<file path="src/rtl/ref_sel_pkg.sv">
package ref_sel_pkg;

  localparam int NUM_REF   = 6;
  localparam int PRIO_W    = 4;
  localparam int PAIR_BASE = 2;  // first input that belongs to a pair
  localparam int PAIR_GAP  = 2;  // distance between partners

  // Partner of input i under the interlock, or -1 when i is unpaired.
  function automatic int partner_of(input int i);
    if (i >= PAIR_BASE && i < PAIR_BASE + PAIR_GAP)
      return i + PAIR_GAP;
    if (i >= PAIR_BASE + PAIR_GAP && i < PAIR_BASE + 2 * PAIR_GAP)
      return i - PAIR_GAP;
    return -1;
  endfunction

  // Reset priority: upper members of pairs start disabled, others rank by number.
  function automatic int default_prio(input int i);
    if (partner_of(i) >= 0 && i >= PAIR_BASE + PAIR_GAP)
      return 0;
    return i + 1;
  endfunction

  // True when priority a is strictly preferred over b (smaller wins).
  function automatic logic prio_beats(input logic [PRIO_W-1:0] a,
                                      input logic [PRIO_W-1:0] b);
    return a < b;
  endfunction

endpackage

</file>
<file path="src/rtl/ref_prio_regs.sv">
module ref_prio_regs #(
  parameter int NUM_REF = ref_sel_pkg::NUM_REF,
  parameter int PRIO_W  = ref_sel_pkg::PRIO_W,
  localparam int IDX_W  = $clog2(NUM_REF)
) (
  input  logic                            clk,
  input  logic                            rst_n,
  input  logic                            wr_en,
  input  logic [IDX_W-1:0]                wr_idx,
  input  logic [PRIO_W-1:0]               wr_prio,
  output logic [NUM_REF-1:0][PRIO_W-1:0]  prio_q,
  output logic [NUM_REF-1:0]              pair_clr
);

  logic [NUM_REF-1:0] wr_hit;
  logic               wr_nonzero;

  assign wr_nonzero = (wr_prio != '0);

  for (genvar i = 0; i < NUM_REF; i++) begin : g_field
    localparam int PI = ref_sel_pkg::partner_of(i);
    localparam logic [PRIO_W-1:0] DEF = PRIO_W'(ref_sel_pkg::default_prio(i));

    assign wr_hit[i] = wr_en && (wr_idx == IDX_W'(i));

    if (PI >= 0) begin : g_paired
      assign pair_clr[i] = wr_en && wr_nonzero && (wr_idx == IDX_W'(PI));
    end else begin : g_single
      assign pair_clr[i] = 1'b0;
    end

    always_ff @(posedge clk) begin
      if (!rst_n)
        prio_q[i] <= DEF;
      else if (wr_hit[i])
        prio_q[i] <= wr_prio;
      else if (pair_clr[i])
        prio_q[i] <= '0;
    end
  end

endmodule

</file>
<file path="src/rtl/ref_pick.sv">
module ref_pick #(
  parameter int NUM_REF = ref_sel_pkg::NUM_REF,
  parameter int PRIO_W  = ref_sel_pkg::PRIO_W,
  localparam int IDX_W  = $clog2(NUM_REF)
) (
  input  logic [NUM_REF-1:0][PRIO_W-1:0] prio,
  input  logic [NUM_REF-1:0]             elig,
  output logic                           pick_valid,
  output logic [IDX_W-1:0]               pick_idx
);

  // Linear chain, ascending input number; strict compare keeps the lower index on ties.
  logic [NUM_REF:0]             found;
  logic [NUM_REF:0][PRIO_W-1:0] best_p;
  logic [NUM_REF:0][IDX_W-1:0]  best_i;

  assign found[0]  = 1'b0;
  assign best_p[0] = '0;
  assign best_i[0] = '0;

  for (genvar i = 0; i < NUM_REF; i++) begin : g_stage
    logic take;
    assign take = elig[i] &&
                  (!found[i] || ref_sel_pkg::prio_beats(prio[i], best_p[i]));
    assign found[i+1]  = found[i] | elig[i];
    assign best_p[i+1] = take ? prio[i]      : best_p[i];
    assign best_i[i+1] = take ? IDX_W'(i)    : best_i[i];
  end

  assign pick_valid = found[NUM_REF];
  assign pick_idx   = best_i[NUM_REF];

endmodule

</file>
<file path="src/rtl/ref_sel_top.sv">
module ref_sel_top #(
  parameter int NUM_REF = ref_sel_pkg::NUM_REF,
  parameter int PRIO_W  = ref_sel_pkg::PRIO_W,
  localparam int IDX_W  = $clog2(NUM_REF)
) (
  input  logic                        clk,
  input  logic                        rst_n,
  input  logic                        wr_en,
  input  logic [IDX_W-1:0]            wr_idx,
  input  logic [PRIO_W-1:0]           wr_prio,
  input  logic [NUM_REF-1:0]          avail,
  input  logic                        sel_off,
  output logic [IDX_W-1:0]            sel_idx,
  output logic                        sel_valid,
  output logic [NUM_REF*PRIO_W-1:0]   prio_rd
);

  logic [NUM_REF-1:0][PRIO_W-1:0] prio_q;
  logic [NUM_REF-1:0]             pair_clr;
  logic [NUM_REF-1:0]             elig;
  logic                           pick_valid;
  logic [IDX_W-1:0]               pick_idx;

  ref_prio_regs #(.NUM_REF(NUM_REF), .PRIO_W(PRIO_W)) u_regs (
    .clk      (clk),
    .rst_n    (rst_n),
    .wr_en    (wr_en),
    .wr_idx   (wr_idx),
    .wr_prio  (wr_prio),
    .prio_q   (prio_q),
    .pair_clr (pair_clr)
  );

  for (genvar i = 0; i < NUM_REF; i++) begin : g_elig
    assign elig[i] = avail[i] && (prio_q[i] != '0);
  end

  ref_pick #(.NUM_REF(NUM_REF), .PRIO_W(PRIO_W)) u_pick (
    .prio       (prio_q),
    .elig       (elig),
    .pick_valid (pick_valid),
    .pick_idx   (pick_idx)
  );

  always_ff @(posedge clk) begin
    if (!rst_n) begin
      sel_idx   <= '0;
      sel_valid <= 1'b0;
    end else if (sel_off || !pick_valid) begin
      sel_valid <= 1'b0;
    end else begin
      sel_idx   <= pick_idx;
      sel_valid <= 1'b1;
    end
  end

  assign prio_rd = prio_q;

endmodule

</file>
<file path="config.mk">
export PLATFORM = sky130hd
export DESIGN_NAME = ref_sel_top
export DESIGN_NICKNAME = d
export VERILOG_FILES = /design/src/rtl/ref_sel_pkg.sv /design/src/rtl/ref_prio_regs.sv /design/src/rtl/ref_pick.sv /design/src/rtl/ref_sel_top.sv
export SDC_FILE = /design/constraint.sdc
export NUM_CORES = 1
export LEC_CHECK = 0
export BUFFER_PORTS_ARGS = -buffer_cell sky130_fd_sc_hd__clkbuf_2
export CORE_MARGIN = 3
export CORE_UTILIZATION = 35
export DETAILED_ROUTE_END_ITERATION = 8
export HOLD_SLACK_MARGIN = 0.15
export PLACE_DENSITY = 0.56
export SLEW_MARGIN = 20
export SYNTH_ARGS = -nofsm -noshare
export SYNTH_HDL_FRONTEND = slang
export SYNTH_SLANG_ARGS = --single-unit
export TNS_END_PERCENT = 1
</file>
<file path="constraint.sdc">
create_clock -name clk -period 7.8 [get_ports clk]
set_input_delay 1.56 -clock clk [delete_from_list [all_inputs] [get_ports clk]]
set_output_delay 1.56 -clock clk [all_outputs]
set_load 0.05 [all_outputs]
</file>
* Word level (Yosys, flattened, before mapping)
Index checks and enable logic that the tools add are counted.
Widths: inputs -> output; s select.
** Word-level totals
- Bits of input ports :: 17
- Output and inout port bits :: 28
- Word-level logic and storage cells :: 88
- Flip-flop bits (word level) :: 28
** Operators by class
- $lt $le $gt $ge :: 5
- Equal/unequal tests :: 5
- Reduce and logical (&&, ||, !) cells :: 46
- Multiplexer cells :: 19
- Bitwise logic cells :: 5
** Operator list (count)
- $mux 4 :: 13
- $reduce_bool 4->1 :: 7
- $logic_and 1x1->1 :: 22
- $lt 4x4->1 :: 5
- $mux 3 :: 4
- $reduce_bool 2->1 :: 4
- $eq 3x2->1 const B :: 2
- $eq 3x3->1 const B :: 2
- $logic_not 1->1 :: 6
- $logic_or 1x1->1 :: 6
- $or 1x1->1 :: 5
- $eq 3x1->1 const B :: 1
- $logic_not 3->1 :: 1
- $mux 1 :: 2

* Logic depth before layout (Yosys ltp)
Gate-level depths: netlist (run 1).
- Depth in word-level cells :: 23
- Mapped depth :: 37
- Gate-level depth less buffers :: 34

* By module
From an unflattened synthesis (run 1), not the netlist that was laid out.
** Unflattened totals
- Cells, all modules :: 262
- Area total of the unflattened synthesis :: 2220.9 sq um
** Modules (own cells, without submodules)
- ref_pick :: cells each 138, area each 1057.3 sq um, times used 1
- ref_prio_regs :: cells each 103, area each 943.4 sq um, times used 1
- ref_sel_top :: cells each 21, area each 220.2 sq um, times used 1

* Least setup slack after synthesis (run 1)
Ideal clock, no wire load.
- Path type :: in2reg
- Start :: input port avail[0]
- End :: register sel_idx[1]
- Path slack :: 280 ps
- Arrival time :: 7386 ps
- Required time :: 7666 ps
- Library setup time :: 134 ps
- Stages on the path :: 34
- Path through :: buf_2 > nand2_1 > ha_1 > o211ai_1 > o21ai_2 > a21oi_4 > nand2_1 > o21ai_0 > inv_1 > ha_1 > nand2_1 > a21oi_1 > nor2_1 > mux2_2 > inv_1 > ha_1 > and3_1 > a221oi_4 > o21a_1 > buf_6 > mux2i_1 > ha_1 > a21oi_1 > a21oi_1 > or2_0 > buf_1 > o21a_1 > mux2_4 > ha_1 > o21a_1 > o21ai_0 > o211ai_1 > a31oi_1 > a211oi_1
** On the way
- Word-level cells in the longest chain between the ends :: 22
** Ends and longest elaborated chain
- from (decl) :: RTL line ref_sel_top.sv:11 : input logic [NUM_REF-1:0] avail,
- $logic_and 1x1->1 * :: RTL line ref_sel_top.sv:35 : assign elig[i] = avail[i] && (prio_q[i] != '0);
- $mux 4 :: RTL line ref_pick.sv:26 : assign best_p[i+1] = take ? prio[i] : best_p[i];
- $lt 4x4->1 :: RTL line ref_sel_pkg.sv:27 : return a < b;
- $logic_or 1x1->1 :: RTL line ref_pick.sv:24 : (!found[i] || ref_sel_pkg::prio_beats(prio[i], best_p[i]));
- $logic_and 1x1->1 :: RTL line ref_pick.sv:23 : assign take = elig[i] &&
- $mux 4 :: RTL line ref_pick.sv:26
- $lt 4x4->1 :: RTL line ref_sel_pkg.sv:27
- $logic_or 1x1->1 :: RTL line ref_pick.sv:24
- [6 not listed]
- $lt 4x4->1 :: RTL line ref_sel_pkg.sv:27
- $logic_or 1x1->1 :: RTL line ref_pick.sv:24
- $logic_and 1x1->1 :: RTL line ref_pick.sv:23
- $mux 4 :: RTL line ref_pick.sv:26
- $lt 4x4->1 :: RTL line ref_sel_pkg.sv:27
- $logic_or 1x1->1 :: RTL line ref_pick.sv:24
- $logic_and 1x1->1 :: RTL line ref_pick.sv:23
- $mux 3 :: RTL line ref_pick.sv:27 : assign best_i[i+1] = take ? IDX_W'(i) : best_i[i];
- to (signal assigned) :: RTL line ref_sel_top.sv:52 : sel_idx <= pick_idx;
- to (decl) :: RTL line ref_sel_top.sv:13 : output logic [IDX_W-1:0] sel_idx,
Mark *: on every way between the ends. The rest lies on a longest branch, timed or not.
A chain may end at the register's enable or synchronous reset.

* Final worst setup path (run 1)
Ends and elaborated chain as after synthesis.

==> results of run 1 <==
==> power by group through the flow <==
| stage | sequential (mW) | combinational, mW | clock (mW) |
|---|---|---|---|
| floorplan | 0.173 | 0.0581 | 0 |
| global placement | 0.158 | 0.0989 | 0 |
| detailed placement | 0.158 | 0.0995 | 0 |
| CTS | 0.155 | 0.0999 | 0.0944 |
| global route | 0.156 | 0.111 | 0.0979 |
| finish | 0.155 | 0.101 | 0.0916 |
==> registers in the layout, indices dropped and copies added, names as in the netlist <==
name	flops
sel_idx	3
sel_valid	1
u_regs.prio_q	24
==> timing repair <==
item                       4_1_cts  5_1_grt
setup endpoints to repair        0        3
hold buffers                     0        0
buffers inserted                 0        1
gates resized for setup          0        2
==> routing by layer <==
layer  up-vias  global-route usage (%)  wire length (um)
li1        985                       -                 -
met1       897                    25.7              2870
met2        28                    25.6              2440
met3         6                    2.19               138
met4         0                    3.99                55
met5         -                       0                 0
==> how the worst max path moves through the flow <==
stage,endpoint,from
finish,sel_idx[1],avail[0]
global route,sel_idx[1],avail[0]
CTS,sel_idx[1],avail[0]
detailed placement,sel_idx[1],avail[0]
global placement,sel_idx[1],avail[0]
floorplan,sel_idx[1],avail[0]
==> placed cells by master, fill, tap and decap left out, types with 2 or more instances in the layout <==
master / n
o21ai_1: 3
mux2_2: 3
mux2i_2: 2
nor2b_1: 7
a21o_1: 2
a21oi_1: 12
nor3_1: 5
a221o_1: 3
o21ai_0: 9
ha_1: 11
o41ai_1: 4
clkbuf_8: 4
dfxtp_1: 28
clkbuf_2: 44
a31oi_1: 4
nor2_1: 29
o41ai_4: 2
and3_1: 4
and2_1: 3
nand2b_1: 2
inv_2: 2
nand3_1: 2
nor3b_1: 2
inv_1: 13
a211oi_1: 2
o211ai_1: 5
buf_4: 5
a22oi_1: 13
mux2i_1: 12
nand2_1: 22
o21a_1: 3
maj3_1: 4
==> metrics by stage <==
step | utilization (%) | area (um2) | hold WS, ns
after floorplan | - | 2000 | 0.728
after global routing | 44.9 | 2380 | 0.558
after global placement | 43.6 | 2310 | 0.499
after CTS | 44.7 | 2370 | 0.520
after detailed placement | 43.6 | 2310 | 0.503
final | 44.9 | 2380 | 0.516
==> logic make-up (layout without fill, tap and decap cells) <==
family	Yosys count	in the layout	share of synthesized area [%]
fa+ha+maj	16	16	9.43
buf+inv	20	68	4.18
compound gates	73	73	29.6
flops	28	28	28.0
simple gates	81	81	19.2
mux	18	18	9.62
==> layout make-up <==
| cell class | instances | area [um2] |
|---|---|---|
| clock buffer | 4 | 55.1 |
| fill | 557 | 2920 |
| inverter | 15 | 56.3 |
| multi-input combinational | 188 | 1360 |
| sequential | 28 | 561 |
| tap | 70 | 87.6 |
| timing repair buffer | 49 | 258 |
==> worst max-delay path, delay by kind of cell <==
kind	cells	cell delay, ns
buffers and inverters	3	0.32
and+or+nand+nor	5	0.81
AOI/OAI and AO/OA	15	2.35
muxes	3	0.97
adders and majority gates	5	1.37
==> flow_summary_export.csv, run 1 <==
group,metric,value,unit
power,p_clk_share,26.4,%
synth,syn_area,2000,um2
global_route,grt_pass1_wl,8890,um
synth,yosysMostFrequentCell,"nor2_1",
critical_path,cp.required,7.93,ns
die,die_w,81.7,um
global_route,antenna_found_initial,0,
timing,fmax,138,MHz
synth,synth_edf_count,0,
clocking,clk_latency,0.28,ns
synth,ys_seq_area_share,28.0,%
timing,worst_pin_slew,0.822,ns
run,max-cap-violations,0,
synth,synthCells,236,
clocking,path_clk_slew,0.10,ns
critical_path,critPathMaxStageDelay,0.38,ns
power,pwr-share-comb,28.9,%
global_route,grt_pass1_vias,1732,
clocking,cts_tree,"built",
placed_design,portBuffers,44,
synth,ys_seq_elements,28,
cells_and_area,drive_above_1_share,24.6,%
timing,maxSlewViolCount,0,
synth,yosys_warnings,0,
timing,setup_tns,0,ns
synth,synth_area_leaders,"dfxtp_1 28%, ha_1 6.9%, mux2i_1 6.5%",
timing,finalSetupViolCount,0,
global_route,grt_max_degree,24,
clocking,cts_root_buf,"clkbuf_8",
critical_path,crit_fanout,9,
synth,synth.distinct_cells,51,
placed_design,gp_congestion,0.788,
cells_and_area,layout.cells.non_filler,354,
timing,grt_setup_unrepaired,"false",
detailed_routing,antenna_left,0,
critical_path,end_kind,"flop",
synth,yosys.area.top_type,"dfxtp_1",
hold_path,min_delay_worst_endpoint,"sel_idx[1]",
critical_path,reg2reg_to,"sel_idx[1]",
placed_design,placedCellCount,349,
detailed_routing,routed_via_density,5.41,
critical_path,r2r_start,"u_regs.prio_q[2]",
global_route,overflow,0,
timing,fin_skew,0.00679,ns
clocking,cts.path.max_buffers,2,
run_status,status,"complete, no violations",
critical_path,startpoint_type,"input port",
clocking,cts_sinks,28,
detailed_routing,drtPass1Iterations,4,
detailed_routing,wirelength,5500,um
critical_path,rr_worst_depth,30,
critical_path,cp_common_cell,"ha_1",
die,fp.dieH,81.7,um
die,coreArea,5300,um2
synth,synth_top_area_share,28.0,%
die,die_area,6670,um2
critical_path,path_class,"input port to flop",
cells_and_area,areaGrowthSynthToFinish,18.8,%
power,finalPower,347,uW
critical_path,r2r_setup_slack,1.53,ns
power,power.leakage,0.998,nW
power,swShare,33.3,%
die,rows,26,
timing,period_needed,7.24,ns
power,irDropWorstVdd,0.0706,mV
placed_design,dp_slack,0.00712,ns
power,p_per_area,146,nW/um2
die,initial_core_util,37.8,%
synth,synth.net_count,264,
cells_and_area,n_antenna_cell,0,
timing,worst_slack,0.562,ns
detailed_routing,route.detailed.drc,0,
placed_design,dpl.hpwl,4270,um
detailed_routing,first_iter_violations,87,
die,io_pins,45,
hold_path,hold_start,"sel_idx[1]",
detailed_routing,wire_per_inst,15.5,um
global_route,grtUsageTotal,17.0,%
power,pwr-share-seq,44.7,%
synth,synthArstFlopShare,0,%
critical_path,slowest_stage,"mux2_2",
timing,slew_headroom,44.8,%
clocking,numCtsBuffers,3,
synth,syn_area_per_cell,8.49,um2
detailed_routing,vias,1916,
clocking,htree_levels,1,
critical_path,critPathArrivalTime,7.37,ns
synth,synth_common_cells,"29 x nor2_1, 28 x dfxtp_1, 22 x nand2_1",
synth,synth_ff_type,"dfxtp_1",
cells_and_area,nets,313,
hold_path,hold_class,"flop to flop",
timing,hold_viol_final,0,
power,p_sw,116,uW
hold_path,holdPathStages,2,
timing,min_period_over_period,92.8,%
power,p_int,232,uW
(Power assumes the default switching activity.)
==> inputs of run 2 (changes only) <==
--- a/config.mk
+++ b/config.mk
@@ -10,7 +10,7 @@
 export CORE_UTILIZATION = 35
 export DETAILED_ROUTE_END_ITERATION = 8
 export HOLD_SLACK_MARGIN = 0.15
-export PLACE_DENSITY = 0.56
+export PLACE_DENSITY = 0.54
 export SLEW_MARGIN = 20
 export SYNTH_ARGS = -nofsm -noshare
 export SYNTH_HDL_FRONTEND = slang
==> constraint.sdc (replaced) <==
create_clock -name clk -period 7.2 [get_ports clk]
set_input_delay 1.44 -clock clk [delete_from_list [all_inputs] [get_ports clk]]
set_output_delay 1.44 -clock clk [all_outputs]
set_load 0.05 [all_outputs]
==> run 2 against run 1 <==
Against the previous run: core utilization increased by 1.3 points; critical endpoint unchanged; combinational power increased by 14%; clock power is 8.5% higher.
==> flow_summary_export.csv, run 2 (synthesis gave the netlist of run 1 again) <==
group,metric,value,unit
run_status,status,"complete, no violations",
critical_path,startpoint_type,"input port",
cells_and_area,final_cell_mix,"43 x clkbuf_2, 28 x nor2_1, 28 x dfxtp_1",
global_route,grtUsageTotal,17.2,%
die,rows,26,
critical_path,critPathArrivalTime,6.97,ns
global_route,grt_max_degree,24,
clocking,cts.path.max_buffers,2,
placed_design,portBuffers,44,
critical_path,cp.required,7.34,ns
power,power.leakage,1.03,nW
clocking,cts_sinks,28,
critical_path,cp_common_cell,"ha_1",
die,die_area,6670,um2
critical_path,crit_fanout,5,
cells_and_area,n_antenna_cell,0,
cells_and_area,drive_above_1_share,29.4,%
critical_path,critPathMaxStageDelay,0.37,ns
power,irDropWorstVdd,0.0729,mV
detailed_routing,wirelength,5650,um
clocking,clk_latency,0.28,ns
timing,min_period_over_period,94.8,%
critical_path,path_class,"input port to flop",
placed_design,dpl.hpwl,4320,um
timing,fmax,146,MHz
timing,period_needed,6.83,ns
detailed_routing,drtPass1Iterations,6,
clocking,htree_levels,1,
cells_and_area,largest_reg_flops,24,
detailed_routing,first_iter_violations,75,
timing,timing.hold.ws,0.527,ns
die,fp.dieH,81.7,um
detailed_routing,antenna_left,0,
global_route,grt_pass1_vias,1761,
detailed_routing,vias,1990,
hold_path,hold_class,"flop to flop",
detailed_routing,wire_per_inst,15.7,um
detailed_routing,routed_via_density,5.54,
clocking,path_clk_slew,0.10,ns
global_route,grt_pass1_wl,8890,um
cells_and_area,nets,318,
global_route,overflow,0,
cells_and_area,final_common_cell,"clkbuf_2",
global_route,antenna_found_initial,0,
placed_design,gp_congestion,0.888,
die,io_pins,45,
timing,slew_headroom,44.5,%
critical_path,cpLargestDelayFamily,"compound AO/OA/AOI/OAI gates",
die,initial_core_util,37.8,%
timing,hold_viol_final,0,
clocking,cts_tree,"built",
critical_path,worst-path-buf-inv,3,
timing,fin_skew,0.00703,ns
clocking,numCtsBuffers,3,
run,max-cap-violations,0,
critical_path,end_kind,"flop",
cells_and_area,reg_top3,"u_regs.prio_q x24, sel_idx x3, sel_valid x1",
die,coreArea,5300,um2
die,die_w,81.7,um
power,p_per_area,156,nW/um2
detailed_routing,route.detailed.drc,0,
cells_and_area,regMostFlops,"u_regs.prio_q",
critical_path,slowest_stage,"mux2_2",
power,finalPower,383,uW
timing,maxSlewViolCount,0,
timing,finalSetupViolCount,0,
cells_and_area,areaGrowthSynthToFinish,22.4,%
clocking,cts_root_buf,"clkbuf_8",
timing,worst_pin_slew,0.831,ns
run 2: area by class of cell:
cell class                 instances  area, um2
fill                             542       2850
multi-input combinational        188       1390
sequential                        28        561
timing repair buffer              54        298
tap                               70       87.6
inverter                          15       56.3
clock buffer                       4       55.1
run 2: tightest hold or removal path, stage by stage, from the launching register on:
cell,delay [ns]
dfxtp_1,0.32
nand2b_1,0.09
a211oi_1,0.07
run 2: stage by stage:
| stage | cells | cell area, um2 | utilization (%) | worst slack, ns | TNS [ns] |
|---|---|---|---|---|---|
| after floorplan | 236 | 2010 | - | 0.0244 | 0 |
| after global placement | 353 | 2350 | 44.3 | -0.0773 | -0.162 |
| after detailed placement | 353 | 2350 | 44.3 | -0.0947 | -0.199 |
| after CTS | 357 | 2400 | 45.4 | 0.191 | 0 |
| after global routing | 359 | 2450 | 46.2 | -0.00435 | -0.00435 |
| final | 359 | 2450 | 46.2 | 0.373 | 0 |
run 2: worst paths after layout:
kind,start,end,slack [ns],cells past startpoint
setup / recovery,avail[0],sel_idx[1],0.37,32
hold / removal,sel_idx[1],sel_idx[1],0.53,2
setup reg to reg,u_regs.prio_q[1],sel_idx[1],1.10,31
hold reg to reg,sel_idx[1],sel_idx[1],0.53,2
run 2: per-layer routing:
layer	global-route usage [%]	routed length, um	vias to the layer above
met4	3.99	36	0
li1	-	-	989
met5	0	0	-
met3	1.75	156	4
met1	26.2	2940	957
met2	25.7	2520	40
run 2: power breakdown:
part / leakage (nW) / internal [mW] / switching (mW)
clock network: 0.0288 / 0.0490 / 0.0504
logic: 0.774 / 0.0460 / 0.0690
registers: 0.228 / 0.160 / 0.00822
run 2: repair_timing:
item | CTS | global route
hold buffers | 0 | 0
gates resized for setup | 0 | 12
setup endpoints to repair | 0 | 3
buffers inserted | 0 | 2
==> inputs of run 3 (changes only) <==
--- a/config.mk
+++ b/config.mk
@@ -7,10 +7,10 @@
 export LEC_CHECK = 0
 export BUFFER_PORTS_ARGS = -buffer_cell sky130_fd_sc_hd__clkbuf_2
 export CORE_MARGIN = 3
-export CORE_UTILIZATION = 35
+export CORE_UTILIZATION = 54
 export DETAILED_ROUTE_END_ITERATION = 8
 export HOLD_SLACK_MARGIN = 0.15
-export PLACE_DENSITY = 0.54
+export PLACE_DENSITY = 0.78
 export SLEW_MARGIN = 20
 export SYNTH_ARGS = -nofsm -noshare
 export SYNTH_HDL_FRONTEND = slang
==> run 3 against run 2 <==
Against the previous run: sequential cell count unchanged; combinational power about the same; register-to-register slack better by 0.09 ns; clock skew down 0.0025 ns; critical path depth unchanged; global-route usage up 8.0 points; sequential share of layout area up 0.37 points; sequential power about the same; count of clock-buffer cells in the layout down 1; via count up 1.5%; critical path type unchanged; critical endpoint unchanged; largest power group unchanged; highest routed layer unchanged.
==> flow_summary_export.csv, run 3 (synthesis gave the netlist of run 1 again) <==
group,metric,value,unit
run_status,status,"complete, no violations",
clocking,cts_sinks,28,
detailed_routing,route.detailed.drc,0,
critical_path,end_kind,"flop",
die,fp.dieH,66.9,um
critical_path,crit_fanout,9,
cells_and_area,nets,319,
cells_and_area,final_common_cell,"clkbuf_2",
timing,hold_viol_final,0,
detailed_routing,drtPass1Iterations,4,
placed_design,dp_slack,-0.0519,ns
placed_design,dpl.hpwl,3980,um
power,p_per_area,152,nW/um2
critical_path,rr_worst_depth,31,
timing,fmax,146,MHz
critical_path,cp.required,7.33,ns
die,die_area,4480,um2
clocking,ctsHoldBuffers,0,
cells_and_area,reg_top3,"u_regs.prio_q x24, sel_idx x3, sel_valid x1",
critical_path,critPathArrivalTime,6.96,ns
critical_path,slowest_stage,"mux2_4",
detailed_routing,first_iter_violations,141,
critical_path,path_class,"input port to flop",
global_route,grt_pass1_vias,1890,
power,power.leakage,1.02,nW
timing,min_period_over_period,94.8,%
timing,finalSetupViolCount,0,
critical_path,critPathMaxStageDelay,0.34,ns
clocking,htree_levels,1,
cells_and_area,drive_above_1_share,28.7,%
power,irDropWorstVdd,0.119,mV
clocking,numCtsBuffers,3,
global_route,antenna_found_initial,0,
hold_path,hold_class,"flop to flop",
clocking,cts_root_buf,"clkbuf_8",
global_route,grtUsageTotal,25.2,%
cells_and_area,fillers,291,
timing,fin_skew,0.00451,ns
detailed_routing,routed_via_density,6.03,
cells_and_area,layout.cells.non_filler,335,
timing,worst_slack,0.372,ns
detailed_routing,wire_per_inst,15.6,um
cells_and_area,regMostFlops,"u_regs.prio_q",
power,finalPower,366,uW
die,die_w,66.9,um
clocking,clk_latency,0.27,ns
global_route,overflow,0,
global_route,grt_pass1_wl,8850,um
timing,maxSlewViolCount,0,
die,rows,21,
critical_path,cp_common_cell,"ha_1",
detailed_routing,antenna_left,0,
cells_and_area,final_cell_mix,"43 x clkbuf_2, 28 x nor2_1, 28 x dfxtp_1",
die,io_pins,45,
placed_design,portBuffers,44,
timing,period_needed,6.83,ns
cells_and_area,areaGrowthSynthToFinish,20.4,%
placed_design,gp_congestion,0.857,
die,coreArea,3440,um2
hold_path,holdPathStages,2,
global_route,grt_max_degree,24,
cells_and_area,multi_input_area,1390,um2
cells_and_area,regArea,561,um2
run,max-cap-violations,0,
timing,worst_pin_slew,0.826,ns
critical_path,startpoint_type,"input port",
clocking,cts_tree,"built",
timing,slew_headroom,44.8,%
clocking,path_clk_slew,0.09,ns
die,initial_core_util,58.2,%
detailed_routing,vias,2020,
cells_and_area,largest_reg_flops,24,
placed_design,placedCellCount,330,
cells_and_area,n_antenna_cell,0,
clocking,cts.path.max_buffers,2,
detailed_routing,wirelength,5220,um
==> run 3: cell types whose count changed in the layout (fill, tap and decap cells not counted), sizes merged <==
cell,delta
buf,+1
clkbuf,-1
==> run 3: per-stage QoR <==
step / TNS (ns) / util, % / hold slack, ns / instance area (um2)
CTS: 0 / 68.8 / 0.519 / 2370
detailed placement: -0.0519 / 67.6 / 0.505 / 2330
finish: 0 / 70.1 / 0.517 / 2410
global route: -0.0137 / 70.1 / 0.558 / 2410
floorplan: 0 / - / 0.728 / 2010
global placement: 0 / 67.6 / 0.497 / 2330
==> run 3: cell type report <==
class	count	area share, %
clock buffers	3	1.71
inverters	15	2.33
multi-input cells	188	57.7
flip-flops and latches	28	23.2
well taps	46	2.39
repair buffers	55	12.7
==> run 3: critical path: cells and delay by family <==
kind	cells	cell delay, ns
mux	3	0.90
buf+inv	3	0.30
fa+ha+maj	5	1.38
compound gates	15	2.12
simple gates	6	0.81
==> run 3: where the power goes <==
| part | switching [mW] | internal [mW] | leakage, nW | total, mW |
|---|---|---|---|---|
| Sequential | 0.00828 | 0.160 | 0.228 | 0.168 |
| Clock | 0.0451 | 0.0375 | 0.0216 | 0.0827 |
| Combinational | 0.0687 | 0.0464 | 0.776 | 0.115 |
==> run 3: final timing paths <==
kind,start,to,slack [ns]
setup / recovery,avail[0],sel_idx[1],0.37
hold / removal,sel_idx[1],sel_idx[1],0.52
setup reg to reg,u_regs.prio_q[1],sel_idx[1],1.19
hold reg to reg,sel_idx[1],sel_idx[1],0.52
==> run 3: what timing repair did <==
| action | 4_1_cts | 5_1_grt |
|---|---|---|
| endpoints found under the setup margin | 0 | 3 |
| resized for setup | 0 | 11 |
| setup buffers | 0 | 2 |
==> run 3: layer usage <==
metal	GRT usage, %	wire length (um)	vias to the layer above
li1	-	-	986
met1	35.7	2560	970
met2	40.7	2390	60
met3	3.04	233	4
met4	5.32	35	0
met5	0	0	-
